## config.mk

```make
export PLATFORM = sky130hd
export DESIGN_NAME = fp_status_ctrl
export DESIGN_NICKNAME = d
export VERILOG_FILES = /design/src/rtl/fp_status_pkg.sv /design/src/rtl/fp_flag_bank.sv /design/src/rtl/fp_ctrl_store.sv /design/src/rtl/fp_status_ctrl.sv
export SDC_FILE = /design/constraint.sdc
export NUM_CORES = 1
export LEC_CHECK = 0
export BUFFER_PORTS_ARGS = -buffer_cell sky130_fd_sc_hd__buf_4
export CAP_MARGIN = 0
export CORE_MARGIN = 5
export CORE_UTILIZATION = 29
export CTS_BUF_LIST = sky130_fd_sc_hd__clkbuf_4
export DETAILED_ROUTE_END_ITERATION = 10
export PLACE_DENSITY = 0.58
export SYNTH_ARGS = -nofsm -noshare
export SYNTH_HDL_FRONTEND = slang
export SYNTH_SLANG_ARGS = --single-unit
```

## constraint.sdc

```tcl
create_clock -name clk -period 1.6 [get_ports clk]
set_input_delay 0.32 -clock clk [delete_from_list [all_inputs] [get_ports clk]]
set_output_delay 0.32 -clock clk [all_outputs]
set_load 0.02 [all_outputs]
```

## src/rtl/fp_status_pkg.sv

```systemverilog
// Shared constants, types and helpers for the FP status/control register.
// Assumes a 32-bit register layout with fixed field positions.
package fp_status_pkg;

    localparam int unsigned REG_W      = 32;
    localparam int unsigned RAISE_W    = 7;
    localparam int unsigned FLAG_W     = 6;
    localparam int unsigned NUM_SRC    = 4;
    localparam logic [31:0] KEEP_MASK  = 32'hF7C8_0000;

    localparam int unsigned POS_HALF_FZ = 19;
    localparam int unsigned POS_QC      = 27;
    localparam int unsigned POS_LEN     = 16;
    localparam int unsigned LEN_W       = 3;
    localparam int unsigned POS_STRIDE  = 20;
    localparam int unsigned STRIDE_W    = 2;
    localparam int unsigned POS_IDC     = 7;

    // Raise vector bit positions
    localparam int unsigned RS_INV  = 0;
    localparam int unsigned RS_DZ   = 1;
    localparam int unsigned RS_OVF  = 2;
    localparam int unsigned RS_UNF  = 3;
    localparam int unsigned RS_INX  = 4;
    localparam int unsigned RS_ODN  = 5;
    localparam int unsigned RS_IDN  = 6;

    typedef enum logic [1:0] {
        REL_EQ = 2'd0,
        REL_LT = 2'd1,
        REL_GT = 2'd2,
        REL_UN = 2'd3
    } cmp_rel_t;

    // Map a compare relation to the condition nibble
    function automatic logic [3:0] nzcv_of(input cmp_rel_t rel);
        case (rel)
            REL_EQ:  nzcv_of = 4'b0110;
            REL_LT:  nzcv_of = 4'b1000;
            REL_GT:  nzcv_of = 4'b0010;
            default: nzcv_of = 4'b0011;
        endcase
    endfunction

endpackage

```

## src/rtl/fp_flag_bank.sv

```systemverilog
// Sticky exception flag bank for one datapath source.
// Maps a raw raise vector onto the six stored flags {idc,inx,unf,ovf,dz,inv}.
// KEEP_IDC=0 masks input-denormal; LOAD_ON_WR=1 loads written flags, else a
// write clears the bank.
module fp_flag_bank
    import fp_status_pkg::*;
#(
    parameter bit KEEP_IDC   = 1'b1,
    parameter bit LOAD_ON_WR = 1'b0
) (
    input  logic               clk,
    input  logic               rst_n,
    input  logic               wr_en,
    input  logic [FLAG_W-1:0]  wr_flags,
    input  logic [RAISE_W-1:0] raise,
    output logic [FLAG_W-1:0]  flags
);

    logic [FLAG_W-1:0] mapped;

    // Translate the raise vector into stored flag order
    always_comb begin
        mapped[0] = raise[RS_INV];
        mapped[1] = raise[RS_DZ];
        mapped[2] = raise[RS_OVF];
        mapped[3] = raise[RS_UNF] | raise[RS_ODN];
        mapped[4] = raise[RS_INX];
        mapped[5] = KEEP_IDC ? raise[RS_IDN] : 1'b0;
    end

    // Hold flags: write replaces or clears, otherwise accumulate raises
    always_ff @(posedge clk) begin
        if (!rst_n) begin
            flags <= '0;
        end else if (wr_en) begin
            flags <= LOAD_ON_WR ? wr_flags : '0;
        end else begin
            flags <= flags | mapped;
        end
    end

endmodule

```

## src/rtl/fp_ctrl_store.sv

```systemverilog
// Control half of the register: kept mask bits, vector length/stride and
// the saturation bit. Writes win over same-cycle compare and saturation.
module fp_ctrl_store
    import fp_status_pkg::*;
#(
    parameter bit HALF_EN = 1'b1
) (
    input  logic                clk,
    input  logic                rst_n,
    input  logic                wr_en,
    input  logic [REG_W-1:0]    wr_data,
    input  logic                cmp_valid,
    input  logic [1:0]          cmp_rel,
    input  logic                sat_pulse,
    output logic [REG_W-1:0]    kept,
    output logic [LEN_W-1:0]    vec_len,
    output logic [STRIDE_W-1:0] vec_stride,
    output logic                qc
);

    localparam logic [REG_W-1:0] HALF_CLR =
        HALF_EN ? '1 : ~(REG_W'(1) << POS_HALF_FZ);
    localparam logic [REG_W-1:0] EFF_MASK = KEEP_MASK & HALF_CLR;

    // Update stored control fields
    always_ff @(posedge clk) begin
        if (!rst_n) begin
            kept       <= '0;
            vec_len    <= '0;
            vec_stride <= '0;
            qc         <= 1'b0;
        end else if (wr_en) begin
            kept       <= wr_data & EFF_MASK;
            vec_len    <= wr_data[POS_LEN +: LEN_W];
            vec_stride <= wr_data[POS_STRIDE +: STRIDE_W];
            qc         <= wr_data[POS_QC];
        end else begin
            if (cmp_valid) begin
                kept[31:28] <= nzcv_of(cmp_rel_t'(cmp_rel));
            end
            if (sat_pulse) begin
                qc <= 1'b1;
            end
        end
    end

endmodule

```

## src/rtl/fp_status_ctrl.sv

```systemverilog
// FP status/control register top. Four sticky flag banks (main, main
// standard, half, half standard) are OR-merged on read together with the
// control store. Assumes single-cycle raise/compare/saturation pulses.
module fp_status_ctrl
    import fp_status_pkg::*;
#(
    parameter bit HALF_EN = 1'b1
) (
    input  logic               clk,
    input  logic               rst_n,
    input  logic               wr_en,
    input  logic [31:0]        wr_data,
    output logic [31:0]        rd_data,
    input  logic [6:0]         raise_main,
    input  logic [6:0]         raise_main_std,
    input  logic [6:0]         raise_half,
    input  logic [6:0]         raise_half_std,
    input  logic               cmp_valid,
    input  logic [1:0]         cmp_rel,
    input  logic               sat_pulse,
    output logic [1:0]         rmode_o,
    output logic               fz_o,
    output logic               fz16_o,
    output logic               dn_o,
    output logic               ahp_o
);

    logic [RAISE_W-1:0]  raise_arr [NUM_SRC];
    logic [FLAG_W-1:0]   flag_arr  [NUM_SRC];
    logic [FLAG_W-1:0]   wr_flags;
    logic [FLAG_W-1:0]   flag_or;
    logic [REG_W-1:0]    kept;
    logic [LEN_W-1:0]    vec_len;
    logic [STRIDE_W-1:0] vec_stride;
    logic                qc;

    // Gather source raise vectors; index 0/1 single/double, 2/3 half
    always_comb begin
        raise_arr[0] = raise_main;
        raise_arr[1] = raise_main_std;
        raise_arr[2] = raise_half;
        raise_arr[3] = raise_half_std;
    end

    // Written flag bits in stored order
    assign wr_flags = {wr_data[POS_IDC], wr_data[4:0]};

    for (genvar g = 0; g < NUM_SRC; g++) begin : g_bank
        fp_flag_bank #(
            .KEEP_IDC   (g < 2),
            .LOAD_ON_WR (g == 0)
        ) u_bank (
            .clk      (clk),
            .rst_n    (rst_n),
            .wr_en    (wr_en),
            .wr_flags (wr_flags),
            .raise    (raise_arr[g]),
            .flags    (flag_arr[g])
        );
    end

    // Merge the banks by OR
    always_comb begin
        flag_or = '0;
        for (int i = 0; i < NUM_SRC; i++) begin
            flag_or = flag_or | flag_arr[i];
        end
    end

    fp_ctrl_store #(.HALF_EN(HALF_EN)) u_ctrl (
        .clk        (clk),
        .rst_n      (rst_n),
        .wr_en      (wr_en),
        .wr_data    (wr_data),
        .cmp_valid  (cmp_valid),
        .cmp_rel    (cmp_rel),
        .sat_pulse  (sat_pulse),
        .kept       (kept),
        .vec_len    (vec_len),
        .vec_stride (vec_stride),
        .qc         (qc)
    );

    // Assemble the read value
    always_comb begin
        rd_data                           = kept;
        rd_data[POS_LEN +: LEN_W]         = vec_len;
        rd_data[POS_STRIDE +: STRIDE_W]   = vec_stride;
        rd_data[POS_QC]                   = qc;
        rd_data[4:0]                      = flag_or[4:0];
        rd_data[POS_IDC]                  = flag_or[5];
    end

    // Export live controls to the datapaths
    assign rmode_o = kept[23:22];
    assign fz_o    = kept[24];
    assign dn_o    = kept[25];
    assign ahp_o   = kept[26];
    assign fz16_o  = kept[POS_HALF_FZ];

endmodule

```

### Yosys cells after proc, flatten, opt, wreduce, memory -nomap -nowiden

Index checks and enable logic that the tools add are counted.

| storage, ports and cells | value |
|---|---|
| register bits after elaboration | 40 |
| input port bits | 67 |
| logic and storage cells | 33 |

| cells by class | value |
|---|---|
| equality and inequality tests | 2 |
| mux-type cells | 6 |
| bitwise operators | 12 |
| reduce and logical (&&, ||, !) cells | 4 |

Operator list:

| kind | count |
|---|---|
| OR 6 bit | 5 |
| OR 6 x 5 -> 6 bit | 2 |
| one-hot mux 4 bit (3 select lines) | 1 |
| 2-to-1 mux 4 bit | 2 |
| 2-to-1 mux 6 bit | 1 |
| OR 1 bit | 4 |
| nonzero test 2 bit | 2 |
| == test 2 x 1 -> 1 bit (second input constant) | 1 |
| == test 2 bit (second input constant) | 1 |
| logical NOT 2 bit | 1 |
| 2-to-1 mux 1 bit | 2 |
| OR reduction 2 bit | 1 |
| inverter 1 bit | 1 |

### Logic depth before layout (Yosys ltp)

| depth | value |
|---|---|
| word-level depth | 4 |
| mapped depth | 5 |

### Cells and area by module

A second synthesis with hierarchy kept.

| unflattened totals | value |
|---|---|
| cells, all modules | 169 |
| area total of the unflattened synthesis | 1672.9 µm² |

By module, submodules not included:

| module | instances | cells an instance | area an instance (µm²) | seq. area each (µm²) |
|---|---|---|---|---|
| fp_ctrl_store | 1 | 81 | 840.8 | 320.3 |
| fp_flag_bank (g_bank[2].u_bank ...) | 2 | 18 | 163.9 | 100.1 |
| fp_flag_bank (g_bank[0].u_bank) | 1 | 20 | 226.5 | 120.1 |
| fp_flag_bank (g_bank[1].u_bank) | 1 | 19 | 180.2 | 120.1 |
| fp_status_ctrl | 1 | 13 | 97.6 | 0.0 |

### Least setup slack after synthesis

Ideal clock, no wire load.

| timing path | value |
|---|---|
| path type | reg2out |
| from | register g_bank[1].u_bank.flags[0] |
| to | output port rd_data[0] |
| data arrival time | 0.915 ns |
| setup slack | 0.365 ns |
| stages on the path, launching flop included | 2 |
| path through | dfxtp_1 -> or4_1 |

| on the way | value |
|---|---|
| word-level cells in the longest chain between the ends | 3 |

RTL lines:

| item | line | text |
|---|---|---|
| from (decl) | fp_flag_bank.sv:16 | `output logic [FLAG_W-1:0] flags` |
| from (signal assigned) | fp_flag_bank.sv:36 | `flags <= LOAD_ON_WR ? wr_flags : '0;` |
| from (signal assigned) | fp_flag_bank.sv:38 | `flags <= flags \| mapped;` |
| OR 6 bit (3 in a row) | fp_status_ctrl.sv:66 | `flag_or = flag_or \| flag_arr[i];` |
| to (decl) | fp_status_ctrl.sv:13 | `output logic [31:0] rd_data,` |

Every way passes these cells.

### Worst setup path after layout

| timing path | value |
|---|---|
| from | register g_bank[3].u_bank.flags[1] |
| to | output port rd_data[1] |

| on the way | value |
|---|---|
| word-level cells in the longest chain between the ends | 1 |

RTL lines:

| item | line |
|---|---|
| from (decl) | fp_flag_bank.sv:16 |
| from (signal assigned) | fp_flag_bank.sv:36 |
| from (signal assigned) | fp_flag_bank.sv:38 |
| OR 6 bit | fp_status_ctrl.sv:66 |

Every way passes these cells.

==> metrics.txt <==
result of the run finished with violations; failing checks negative setup slack; die outline area 0.00677 mm2; switching power of the nets 518 uW; signal arrival time at the worst endpoint 1.34 ns; multiplexer share of the synthesized area 7.26%; number of antenna violations at the first check in global routing 0; # nets final 299; clock edge transition at the registers on the reported setup and hold paths 0.11 ns; DPL Wire Length 2720 um; worst path required time 1.28 ns; all-layer global routing usage 10.6%; series of cell instances along the critical path or4_4 > buf_6; post-placement worst setup slack 0.294 ns; arithmetic-cell share of the synthesized area counting full adders, half adders and majority gates 0%; routability-driven placement congestion ratio 0.753; highest cell delay on the worst timing path 0.53 ns; Detailed Route Iter0 Violations 50; Ys Warns 0; summed instance area of the synthesized netlist 0.00152 mm2; Final Cycle Share 104%; total gr overflow 0; FFs w/ async S/R, synth 0%; number of buffers inserted during clock tree synthesis 5; shortest clock period the worst path allows after layout 1.66 ns; total setup violations reported at the end of the flow 5; level count of the clock H-tree 2; Final Cell Area 0.00225 mm2; cell types with the largest area share after synthesis dfxtp_1 (50%), buf_4 (8.4%), mux2i_1 (7.3%), nor2_1 (7.2%), nor2b_1 (5.8%); leading cell types by count after synthesis dfxtp_1 (38), nor2_1 (29), buf_4 (17), nor2b_1 (14), mux2i_1 (11); simple-gate share of the synthesized area 25.2%; synthesized-area fraction occupied by xor and xnor cells 0%; number of antenna cells inserted 0; TritonCTS clock tree done; fillers 530; most instantiated flip-flop cell in the synthesis netlist dfxtp_1; I/O Pins 105; average wire per standard cell 11.7 um; number of global-route vias before repair 1,194; leakage 0.00108 uW; core area 0.00511 mm2; number of distinct library cell variants in the gate-level netlist after synthesis 21; Horiz. Die Dim 82.3 um; cell class contributing the biggest share of worst-path delay simple AND/OR/NAND/NOR gates; max-cap check violation count 0; instance count along the most critical hold path 3; Net Sw Frac 24.4%; crit path setup slack, layout -0.0603 ns; element type at the critical path end primary output; multi-input gate area in the final layout 638 um2; share of the synthesized area in compound gates (AO/OA/AOI/OAI) 5.86%; wire length of the first global-routing pass 5440 um; maximum clock frequency 602 MHz; register-to-register setup slack 0.62 ns; residual DRC count 0; Sink Count 38; hold endpoint g_bank[2].u_bank.flags[4]; count of input and output buffers 82; Worst Hold Launch raise_half[4]; synthesized netlist cell count 155; standard-cell rows 26; total power of the final layout 2120 uW; cell internal power dissipation 1610 uW; Critical Path Source g_bank[3].u_bank.flags[1]; sequential element share of the synthesized area 50.2%; clock group share of total power 31.2%; master of the slowest instance on the critical path or4_4; most repeated cell in the gate-level netlist after synthesis dfxtp_1; largest net degree at the start of global routing 24; final slew viol count 0; Post-synth EDFFs 0; maximum root-to-sink buffer count 2; buffer and inverter count on the worst path 1; Initial Utilization 29.7%; Hold-fix buffers, CTS 0; first-pass iteration count of the detailed router 4; number of failing hold endpoints at the final stage 0; power density over the cells 946 mW/mm2; overall routed net length 3540 um; DIE HEIGHT 82.3 um; kind of path behind the tightest hold check in -> reg; startpoint kind of the worst setup timing path flop; source-to-sink clock delay at the later pin of the worst-skew pair 0.33 ns; total number of vias 1,267; setup TNS -0.264 ns; combinational power share 20.0%; reg-to-reg startpoint g_bank[0].u_bank.flags[3]; Routed Antenna Nets 0; area added between synthesis and finish 48.1%; cell type contributing the most total cell area after synthesis dfxtp_1; fraction of power consumed by sequential logic 48.8%; number of register bits inferred by synthesis 38; number of cells on the critical path 2; share of Yosys cell area claimed by the top area cell type 50.2%; mean number of vias per cell 4.18; RSZ-0062 raised after global routing true; root buffer selected by CTS clkbuf_4; Worst Path Max Fanout 2; Register Area 773 um2; fraction of final layout cells sized beyond drive strength 1 47.2%; setup skew after layout 0 ns; area of placed instances 0.00211 mm2; post-synthesis area per instance 9.78 um2; Crit Path Class reg -> out; dominant combinational cell family by area after synthesis simple AND/OR/NAND/NOR gates; r2r worst-path depth 2; Reg-to-Reg End g_bank[0].u_bank.flags[3]; Max IR drop VDD 480 uV
how the worst max path moves through the flow:
stage,slack [ns],end
2_1_floorplan,0.36,rd_data[0]
3_3_place_gp,0.29,rd_data[4]
3_5_place_dp,0.29,g_bank[0].u_bank.flags[3]
4_1_cts,-0.08,rd_data[4]
5_1_grt,-0.12,rd_data[3]
6_report,-0.06,rd_data[1]
cell type report:
type,instances,share of cell area [%]
tap,70,3.90
sequential,38,34.4
clock inverter,1,1.34
timing repair buffer,86,29.6
multi-input combinational,101,28.4
clock buffer,7,2.34
state kept, by name (all words and copies together), names as in the netlist:
signal and flops:
u_ctrl.kept 10, u_ctrl.qc 1, u_ctrl.vec_len 3, u_ctrl.vec_stride 2
g_bank.u_bank.flags 22
layer usage:
metal	vias up	part of all wire [%]	GRT usage (%)
li1	649	-	-
met1	561	39	12.0
met2	52	48	17.0
met3	5	11	4.56
met4	0	1.1	4.98
met5	-	0	0
placed cells by master, fill, tap and decap left out, types with 2 or more instances in the layout:
| cell type | instances |
|---|---|
| nor2_1 | 29 |
| buf_6 | 5 |
| conb_1 | 10 |
| dfxtp_1 | 28 |
| dfxtp_2 | 10 |
| mux2i_1 | 11 |
| o311a_1 | 8 |
| and3_1 | 2 |
| or4_4 | 5 |
| buf_4 | 81 |
| nor2b_1 | 14 |
| clkbuf_4 | 7 |
| nand2b_1 | 10 |
| nor3b_1 | 2 |
| nor3_1 | 4 |
cells by family (layout without fill, tap and decap cells):
logic type | count (synthesis) | after routing
simple gates | 71 | 71
flops | 38 | 38
buf+inv | 25 | 94
mux | 11 | 11
compound gates | 9 | 9
other cells | 1 | 10
power by group through the flow:
stage | registers (uW) | logic (uW) | clock network (uW)
2_1_floorplan | 1080 | 209 | 0
3_3_place_gp | 1050 | 401 | 0
3_5_place_dp | 1050 | 404 | 0
4_1_cts | 1040 | 428 | 694
5_1_grt | 1050 | 463 | 736
6_report | 1040 | 424 | 664
through the flow:
stage | utilization, % | hold WS (ns) | cells
2_1_floorplan | - | 0.426 | 164
3_3_place_gp | 41.2 | 0.439 | 294
3_5_place_dp | 41.2 | 0.447 | 294
4_1_cts | 43.7 | 0.168 | 302
5_1_grt | 44.0 | 0.180 | 303
6_report | 44.0 | 0.186 | 303
worst min-delay path: cells and delay by family:
family	cells	cell delay, ns
simple gates	2	0.10
buf+inv	1	0.07
timing repair:
action	CTS	global route
buffers inserted	0	1
gates cloned	0	0
gates resized for setup	14	6
pin swaps	2	2
endpoints found under the setup margin	5	5
Power figures use the tool's default switching activity.
